===== src/rtl/mixv_pkg.sv =====
package mixv_pkg;
  localparam int SMP_W     = 16;
  localparam int GAIN_W    = 16;
  localparam int CODE_W    = 7;
  localparam int NLVL      = 1 << CODE_W;
  localparam int GAIN_FRAC = GAIN_W - 1;
  localparam int PROD_W    = SMP_W + GAIN_W + 1;

  // attenuation shift for the step leaving index i: finer near unity
  function automatic int step_shift(input int i);
    int quarter;
    quarter = i / (NLVL / 4);
    return 7 - quarter;
  endfunction

  function automatic logic [GAIN_W-1:0] gain_of(input int k);
    int g;
    g = 1 << GAIN_FRAC;
    for (int i = 0; i < k; i++) g = g - (g >>> step_shift(i));
    return GAIN_W'(g);
  endfunction

  // signed sample times unsigned gain, rounded half up, back to sample width
  function automatic logic signed [SMP_W-1:0] scale_rnd(
    input logic signed [SMP_W-1:0] s,
    input logic [GAIN_W-1:0]       g
  );
    logic signed [PROD_W-1:0] p;
    p = s * $signed({1'b0, g});
    p = p + PROD_W'(1 << (GAIN_FRAC - 1));
    p = p >>> GAIN_FRAC;
    return p[SMP_W-1:0];
  endfunction
endpackage


===== src/rtl/mixv_gain_rom.sv =====
module mixv_gain_rom
  import mixv_pkg::*;
(
  input  logic [CODE_W-1:0] idx,
  output logic [GAIN_W-1:0] gain
);
  logic [GAIN_W-1:0] tbl [NLVL];

  for (genvar k = 0; k < NLVL; k++) begin : g_ent
    localparam logic [GAIN_W-1:0] GV = gain_of(k);
    assign tbl[k] = GV;
  end

  assign gain = tbl[idx];
endmodule


===== src/rtl/mixv_vol_ramp.sv =====
module mixv_vol_ramp
  import mixv_pkg::*;
(
  input  logic              clk,
  input  logic              rst_n,
  input  logic              wr_hit,
  input  logic [CODE_W-1:0] wr_code,
  input  logic              fade_en,
  input  logic              step_tick,
  output logic [CODE_W-1:0] cur_idx
);
  logic [CODE_W-1:0] tgt_q, tgt_d;
  logic [CODE_W-1:0] cur_q, cur_d;

  always_comb begin
    tgt_d = wr_hit ? wr_code : tgt_q;
    cur_d = cur_q;
    if (!fade_en) begin
      cur_d = tgt_q;
    end else if (step_tick) begin
      if (cur_q < tgt_q)      cur_d = cur_q + 1'b1;
      else if (cur_q > tgt_q) cur_d = cur_q - 1'b1;
    end
  end

  always_ff @(posedge clk or negedge rst_n) begin
    if (!rst_n) begin
      tgt_q <= '0;
      cur_q <= '0;
    end else begin
      tgt_q <= tgt_d;
      cur_q <= cur_d;
    end
  end

  assign cur_idx = cur_q;

  // while fading, the active index never moves by more than one entry
  a_r8_single_step: assert property (@(posedge clk) disable iff (!rst_n)
    $past(fade_en) |-> (cur_q == $past(cur_q) || cur_q == $past(cur_q) + 1'b1 ||
                        cur_q == $past(cur_q) - 1'b1));

  // a rising ramp never passes its target
  a_r8_no_overshoot: assert property (@(posedge clk) disable iff (!rst_n)
    ($past(fade_en) && $past(cur_q) <= $past(tgt_q)) |-> cur_q <= $past(tgt_q));
endmodule


===== src/rtl/mixv_mix_sat.sv =====
module mixv_mix_sat
  import mixv_pkg::*;
#(
  parameter int NCH = 4
) (
  input  logic [NCH*SMP_W-1:0]     prod_flat,
  output logic signed [SMP_W-1:0]  sat_sum
);
  localparam int SUM_W = SMP_W + $clog2(NCH) + 1;
  localparam logic signed [SUM_W-1:0] MAXV = {{(SUM_W-SMP_W+1){1'b0}}, {(SMP_W-1){1'b1}}};
  localparam logic signed [SUM_W-1:0] MINV = {{(SUM_W-SMP_W+1){1'b1}}, {(SMP_W-1){1'b0}}};

  logic signed [SUM_W-1:0] acc;

  always_comb begin
    acc = '0;
    for (int c = 0; c < NCH; c++) begin
      acc = acc + SUM_W'($signed(prod_flat[c*SMP_W +: SMP_W]));
    end
    if (acc > MAXV)      sat_sum = {1'b0, {(SMP_W-1){1'b1}}};
    else if (acc < MINV) sat_sum = {1'b1, {(SMP_W-1){1'b0}}};
    else                 sat_sum = acc[SMP_W-1:0];
  end
endmodule


===== src/rtl/quad_mix_vol.sv =====
module quad_mix_vol
  import mixv_pkg::*;
#(
  parameter  int NCH        = 4,
  parameter  int FDIV_W     = 8,
  parameter  int MASTER_RST = 45,
  localparam int SEL_W      = $clog2(NCH + 1)
) (
  input  logic                   clk,
  input  logic                   rst_n,
  input  logic                   smp_vld,
  input  logic [NCH*SMP_W-1:0]   smp_data,
  input  logic                   vol_wr,
  input  logic [SEL_W-1:0]       vol_sel,
  input  logic [CODE_W-1:0]      vol_code,
  input  logic                   fade_en,
  input  logic [FDIV_W-1:0]      fade_div,
  output logic                   mix_vld,
  output logic [SMP_W-1:0]       mix_out
);
  // reset: asynchronous assert, synchronous release
  logic [1:0] rst_pipe;
  logic       rst_s;

  always_ff @(posedge clk or negedge rst_n) begin
    if (!rst_n) rst_pipe <= '0;
    else        rst_pipe <= {rst_pipe[0], 1'b1};
  end
  assign rst_s = rst_pipe[1];

  // fade step pacing
  logic [FDIV_W-1:0] fcnt_q, fcnt_d;
  logic              fade_tick;

  always_comb begin
    fade_tick = fade_en && smp_vld && (fcnt_q == fade_div);
    fcnt_d    = fcnt_q;
    if (!fade_en)     fcnt_d = '0;
    else if (smp_vld) fcnt_d = fade_tick ? '0 : fcnt_q + 1'b1;
  end

  always_ff @(posedge clk or negedge rst_s) begin
    if (!rst_s) fcnt_q <= '0;
    else        fcnt_q <= fcnt_d;
  end

  // per-channel volume, gain and rounded product
  logic [GAIN_W-1:0]    ch_gain [NCH];
  logic [NCH*SMP_W-1:0] prod_d;

  for (genvar c = 0; c < NCH; c++) begin : g_ch
    logic [CODE_W-1:0] idx;
    logic              hit;

    assign hit = vol_wr && (vol_sel == SEL_W'(c));

    mixv_vol_ramp u_ramp (
      .clk       (clk),
      .rst_n     (rst_s),
      .wr_hit    (hit),
      .wr_code   (vol_code),
      .fade_en   (fade_en),
      .step_tick (fade_tick),
      .cur_idx   (idx)
    );

    mixv_gain_rom u_rom (
      .idx  (idx),
      .gain (ch_gain[c])
    );

    assign prod_d[c*SMP_W +: SMP_W] =
      scale_rnd($signed(smp_data[c*SMP_W +: SMP_W]), ch_gain[c]);
  end

  // stage 1: products
  logic [NCH*SMP_W-1:0] prod_q, prod_n;
  logic                 s1_vld_q;

  always_comb prod_n = smp_vld ? prod_d : prod_q;

  always_ff @(posedge clk or negedge rst_s) begin
    if (!rst_s) begin
      prod_q   <= '0;
      s1_vld_q <= 1'b0;
    end else begin
      prod_q   <= prod_n;
      s1_vld_q <= smp_vld;
    end
  end

  // master volume register
  logic [CODE_W-1:0] mst_q, mst_d;
  logic [GAIN_W-1:0] mst_gain;

  always_comb mst_d = (vol_wr && vol_sel == SEL_W'(NCH)) ? vol_code : mst_q;

  always_ff @(posedge clk or negedge rst_s) begin
    if (!rst_s) mst_q <= CODE_W'(MASTER_RST);
    else        mst_q <= mst_d;
  end

  mixv_gain_rom u_mst_rom (
    .idx  (mst_q),
    .gain (mst_gain)
  );

  // stage 2: sum, clamp, master
  logic signed [SMP_W-1:0] sat_sum;

  mixv_mix_sat #(.NCH(NCH)) u_sum (
    .prod_flat (prod_q),
    .sat_sum   (sat_sum)
  );

  logic [SMP_W-1:0] out_q, out_d;
  logic             vld_q;

  always_comb out_d = s1_vld_q ? scale_rnd(sat_sum, mst_gain) : out_q;

  always_ff @(posedge clk or negedge rst_s) begin
    if (!rst_s) begin
      out_q <= '0;
      vld_q <= 1'b0;
    end else begin
      out_q <= out_d;
      vld_q <= s1_vld_q;
    end
  end

  assign mix_out = out_q;
  assign mix_vld = vld_q;

  // magnitudes for the attenuation check
  logic signed [SMP_W:0] ext_out, ext_sum;
  logic        [SMP_W:0] mag_out, mag_sum;

  always_comb begin
    ext_out = {out_q[SMP_W-1], out_q};
    ext_sum = {sat_sum[SMP_W-1], sat_sum};
    mag_out = (ext_out < 0) ? -ext_out : ext_out;
    mag_sum = (ext_sum < 0) ? -ext_sum : ext_sum;
  end

  // an output pulse only follows a strobe two edges earlier
  a_r6_vld_latency: assert property (@(posedge clk) disable iff (!rst_s)
    mix_vld |-> $past(smp_vld, 2));

  // output holds between updates
  a_r6_hold: assert property (@(posedge clk) disable iff (!rst_s)
    !mix_vld |-> $stable(mix_out));

  // master stage never amplifies the clamped sum
  a_r5_attenuates: assert property (@(posedge clk) disable iff (!rst_s)
    mix_vld |-> mag_out <= $past(mag_sum));

  // unused selects leave the master code untouched
  a_r9_master_ignored: assert property (@(posedge clk) disable iff (!rst_s)
    $past(vol_wr && vol_sel > SEL_W'(NCH)) |-> mst_q == $past(mst_q));
endmodule


===== config.mk =====
export PLATFORM = sky130hd
export DESIGN_NAME = quad_mix_vol
export DESIGN_NICKNAME = d
export VERILOG_FILES = /design/src/rtl/mixv_pkg.sv /design/src/rtl/mixv_gain_rom.sv /design/src/rtl/mixv_vol_ramp.sv /design/src/rtl/mixv_mix_sat.sv /design/src/rtl/quad_mix_vol.sv
export SDC_FILE = /design/constraint.sdc
export NUM_CORES = 2
export LEC_CHECK = 0
export ABC_AREA = 1
export CORE_AREA = 2 2 325 327
export DETAILED_ROUTE_END_ITERATION = 16
export DIE_AREA = 0 0 327 329
export PLACE_DENSITY = 0.9
export SLEW_MARGIN = 20
export SYNTH_ARGS = -nofsm -noshare
export SYNTH_HDL_FRONTEND = slang
export SYNTH_SLANG_ARGS = --single-unit

===== constraint.sdc =====
create_clock -name clk -period 4.5 [get_ports clk]
set_input_delay 0.9 -clock clk [delete_from_list [all_inputs] [get_ports clk]]
set_output_delay 0.9 -clock clk [all_outputs]
set_load 0.1 [all_outputs]

==> results of run 1 <==
## metrics by stage
stage / std cells / setup WS (ps) / hold WS, ps / setup TNS, ps
after floorplan: 8589 / -4190 / 331 / -192080
after global placement: 11500 / -4610 / 341 / -231450
after detailed placement: 11500 / -5280 / 346 / -263520
after CTS: 11700 / -5010 / 364 / -242900
## layer usage
layer	global-route usage	GRT overflow
met1	0.926	814
met2	1.17	4738
met3	0.921	738
met4	1.05	1541
met5	0.812	35
## cell families after synthesis
logic type | after synthesis | synth area share
AND/OR/NAND/NOR | 3318 | 0.217
buffers and inverters | 2109 | 0.130
adder cells (fa/ha/maj) | 1692 | 0.461
AO/OA/AOI/OAI | 1202 | 0.114
flip-flops | 155 | 0.0625
XOR/XNOR | 112 | 0.0158
other | 1 | 0.0000604
## synthesized netlist by cell type (all sizes together), types with 44 or more instances
library cell / n / area [um^2]
a21oi: 377 / 1900
a31oi: 55 / 350
buf: 79 / 442
clkbuf: 198 / 744
dfrtp: 151 / 3780
fa: 992 / 19900
ha: 700 / 8760
inv: 1804 / 6780
nand2: 1907 / 7250
nand3: 297 / 1520
nand4: 44 / 275
nor2: 947 / 3640
nor3: 53 / 287
o211ai: 83 / 623
o21ai: 433 / 2180
xnor2: 48 / 420
xor2: 64 / 561
## repair_timing
action                      CTS
pin swaps                   550
resized for setup          1219
gates cloned                  5
buffers inserted            242
setup endpoints to repair    80
==> reports/metrics.cfg, run 1 <==
[global_route]
grt_pass1_vias=111000
grt_overflow=7866
grt_max_degree=154
grtUsageTotal=1.01
grt_pass1_wl_mm=797

[clock_tree]
cts_hold_buf=0
htreeDepth=4
clockBufferDepth=2
clock_sinks=155
root_buffer=clkbuf_16
numCtsBuffers=17

[logic_synthesis]
avgSynthCellArea_um2=7.23
synth_edf_count=0
yosysUniqueCellTypes=80
async_flop_share=1.00
yosysWarnings=0
postSynthCellCount=8589
synth-seq-cells=155
synth_seq_area_share=0.0625
syn-cell-area_mm2=0.0621
synth_top_flop_cell=dfrtp_1
syn-num-nets=10400

[outcome]
outcome=aborted with a tool error
stop_stage=5_1_grt
stop_error=[ERROR GRT-0116] Global routing finished with congestion. Check the congestion regions in the DRC Viewer.

[floorplan]
die_y_um=329
num_io_pins=104
die_x_um=327
rows=119
initial_utilization=0.595

[placed_design]
post_dp_cell_area_mm2=0.0781
gp_congestion=1.23
io_buffer_count=103
hpwlAfterDp_mm=218

==> inputs of run 2 (changes only) <==
CORE_AREA = 2 2 398 400   (was 2 2 325 327)
DIE_AREA = 0 0 400 402   (was 0 0 327 329)
PLACE_DENSITY = not set   (was 0.9)
PLACE_DENSITY_LB_ADDON = 0.15   (was not set)
clock period = 5.85 ns   (was 4.5 ns; I/O delays follow)
==> run 2 against run 1 <==
Against the previous run:
- the flow now finishes, with violations (negative setup slack)
- synthesized area did not move
- synthesized cell count did not move
==> reports/metrics.cfg, run 2 <==
[outcome]
outcome=finished, violations left
violations=negative setup slack

[timing]
whs_ps=366
clock.fmax_ghz=0.109
final_hold_viol_count=0
period_needed_ps=9190
rsz0062_at_grt=yes
setup_ws_ps=-3340
slew_viol_final=0
setup-violations-final=80
worst_slew_pin_slew_ps=1060
finalClockSkew_ps=31.9
slew_headroom=0.295
finalCritPeriodShare=1.57

[logic_synthesis]
postSynthCellCount=8589
netlist.area_leader.share=0.320
async_flop_share=1.00
synth_edf_count=0
synth-seq-cells=155
synth_common_cells=nand2_1 (1883), inv_1 (1782), fa_1 (992)
synth_top_flop_cell=dfrtp_1
synth_top_area_cell=fa_1
yosysMostFrequentCell=nand2_1
synthTopCellsByArea=fa_1 (32%), ha_1 (14%), nand2_1 (11%)
yosysWarnings=0
yosysUniqueCellTypes=80
syn-cell-area_mm2=0.0621
synth_seq_area_share=0.0625
syn-num-nets=10400
avgSynthCellArea_um2=7.23

[cells_and_area]
fillers=14900
final_cell_count_no_fill=12600
fin_util=0.564
num_antenna_cells=0
layout_common_cells=buf_4 (1926), nand2_1 (1636), inv_1 (1583)
final_layout_size_suffix_gt1_frac=0.326
multi_input_area_mm2=0.0559
area_growth_pct=42.5
seq_area_mm2=0.00390
largest_register=prod_q
nNetsFinal=12300
largest_reg_flops=64
final_common_cell=buf_4

[global_route]
grt_pass1_wl_mm=379
grtUsageTotal=0.301
grt_max_degree=154
grt_overflow=0
grt_antenna_before_repair=3
grt_pass1_vias=68100

[setup_path]
critical_path_class=flip-flop to flip-flop
cpMostUsedCell=inv_1
cp.arrival_ps=9590
critPathMaxFanout=7
worstSetupEndpointType=flip-flop
cp_slowest_cell=fa_1
crit_required_ps=6250
cpPeakStageDelay_ps=530
crit_path_start_kind=flip-flop

[placed_design]
dp.cells=12400
io_buffer_count=103
hpwlAfterDp_mm=204
pre_cts_slack_ps=-3570
gp_congestion=0.984

[flow_run]
drv_cap=0

[detailed_routing]
dr_total_vias=65200
ant_nets=0
first_iter_violations=4381
dr.pass1.iters=6
wl_per_cell_um=19.2
wirelength_mm=242
via_per_inst=5.15
drc_errors=0

[clock_tree]
clk_pin_slew_ps=90
root_buffer=clkbuf_16
tritoncts=built
htreeDepth=4
clk_latency_ps=510
clockBufferDepth=2
numCtsBuffers=17
clock_sinks=155

[floorplan]
die_x_um=400
num_io_pins=104
rows=146
die_area_mm2=0.161
core_mm2=0.157
initial_utilization=0.395
die_y_um=402

[hold_path]
hold_path_class=flip-flop to flip-flop

==> run 2: worst max-delay path, delay by kind of cell, from the launching register on <==
kind	cells	cell delay, ps
AOI/OAI and AO/OA	10	1470
adders and majority gates	11	4390
DFF	1	370
and+or+nand+nor	16	1750
xor gates and xnor gates	1	70
buffers and inverters	13	1030
==> run 2: routing by layer <==
metal  vias to the layer above  part of all wire  global-route usage
met5                         -          0.000078                   0
met4                         2             0.037              0.0962
met3                       458             0.052              0.0267
met2                      2037              0.48               0.514
met1                     32000              0.43               0.400
li1                      30700                 -                   -
==> run 2: final cells by class <==
| class | count | area share |
|---|---|---|
| timing repair inverter | 1 | 0.0000848 |
| clock inverter | 15 | 0.00216 |
| timing repair buffer | 2227 | 0.208 |
| clock buffer | 17 | 0.00480 |
| sequential | 155 | 0.0441 |
| tap | 2072 | 0.0293 |
| multi-input combinational | 6328 | 0.631 |
| inverter | 1831 | 0.0803 |
==> run 2: per-stage QoR <==
stage | TNS, ps | area [um^2]
2_1_floorplan | -84080 | 63600
3_3_place_gp | -146270 | 80800
3_5_place_dp | -146090 | 80800
4_1_cts | -122840 | 85600
5_1_grt | -152430 | 88500
6_report | -128030 | 88500
==> run 2: cell families after synthesis <==
family                   share of synthesized area
XOR/XNOR                                    0.0158
AO/OA/AOI/OAI                                0.114
buffers and inverters                        0.130
flip-flops                                  0.0625
AND/OR/NAND/NOR                              0.217
adder cells (fa/ha/maj)                      0.461
other                                    0.0000604
==> run 2: worst paths after layout <==
| check | start | slack [ps] | end | cells after the start |
|---|---|---|---|---|
| hold / removal | rst_pipe[0] | 370 | rst_pipe[1] | 0 |
| max in group asynchronous | rst_pipe[1] | 4610 | g_ch[3].u_ramp.cur_idx[0] | 1 |
| setup reg to reg | prod_q[33] | -3340 | mix_out[7] | 51 |
| setup / recovery | prod_q[33] | -3340 | mix_out[7] | 51 |
| hold reg to reg | rst_pipe[0] | 370 | rst_pipe[1] | 0 |
| min in group asynchronous | rst_pipe[1] | 440 | prod_q[44] | 1 |
==> run 2: repair_timing <==
item | 4_1_cts | 5_1_grt
buffers inserted | 178 | 96
cloned | 4 | 0
endpoints found under the hold margin | 0 | 0
hold buffers | 0 | 0
pin swaps | 386 | 444
endpoints found under the setup margin | 80 | 80
gates resized for setup | 790 | 610
Power of run 2 is left out: the tool's default activity adds up to more than one toggle a clock period on the data nets, which glitch-free logic cannot reach.
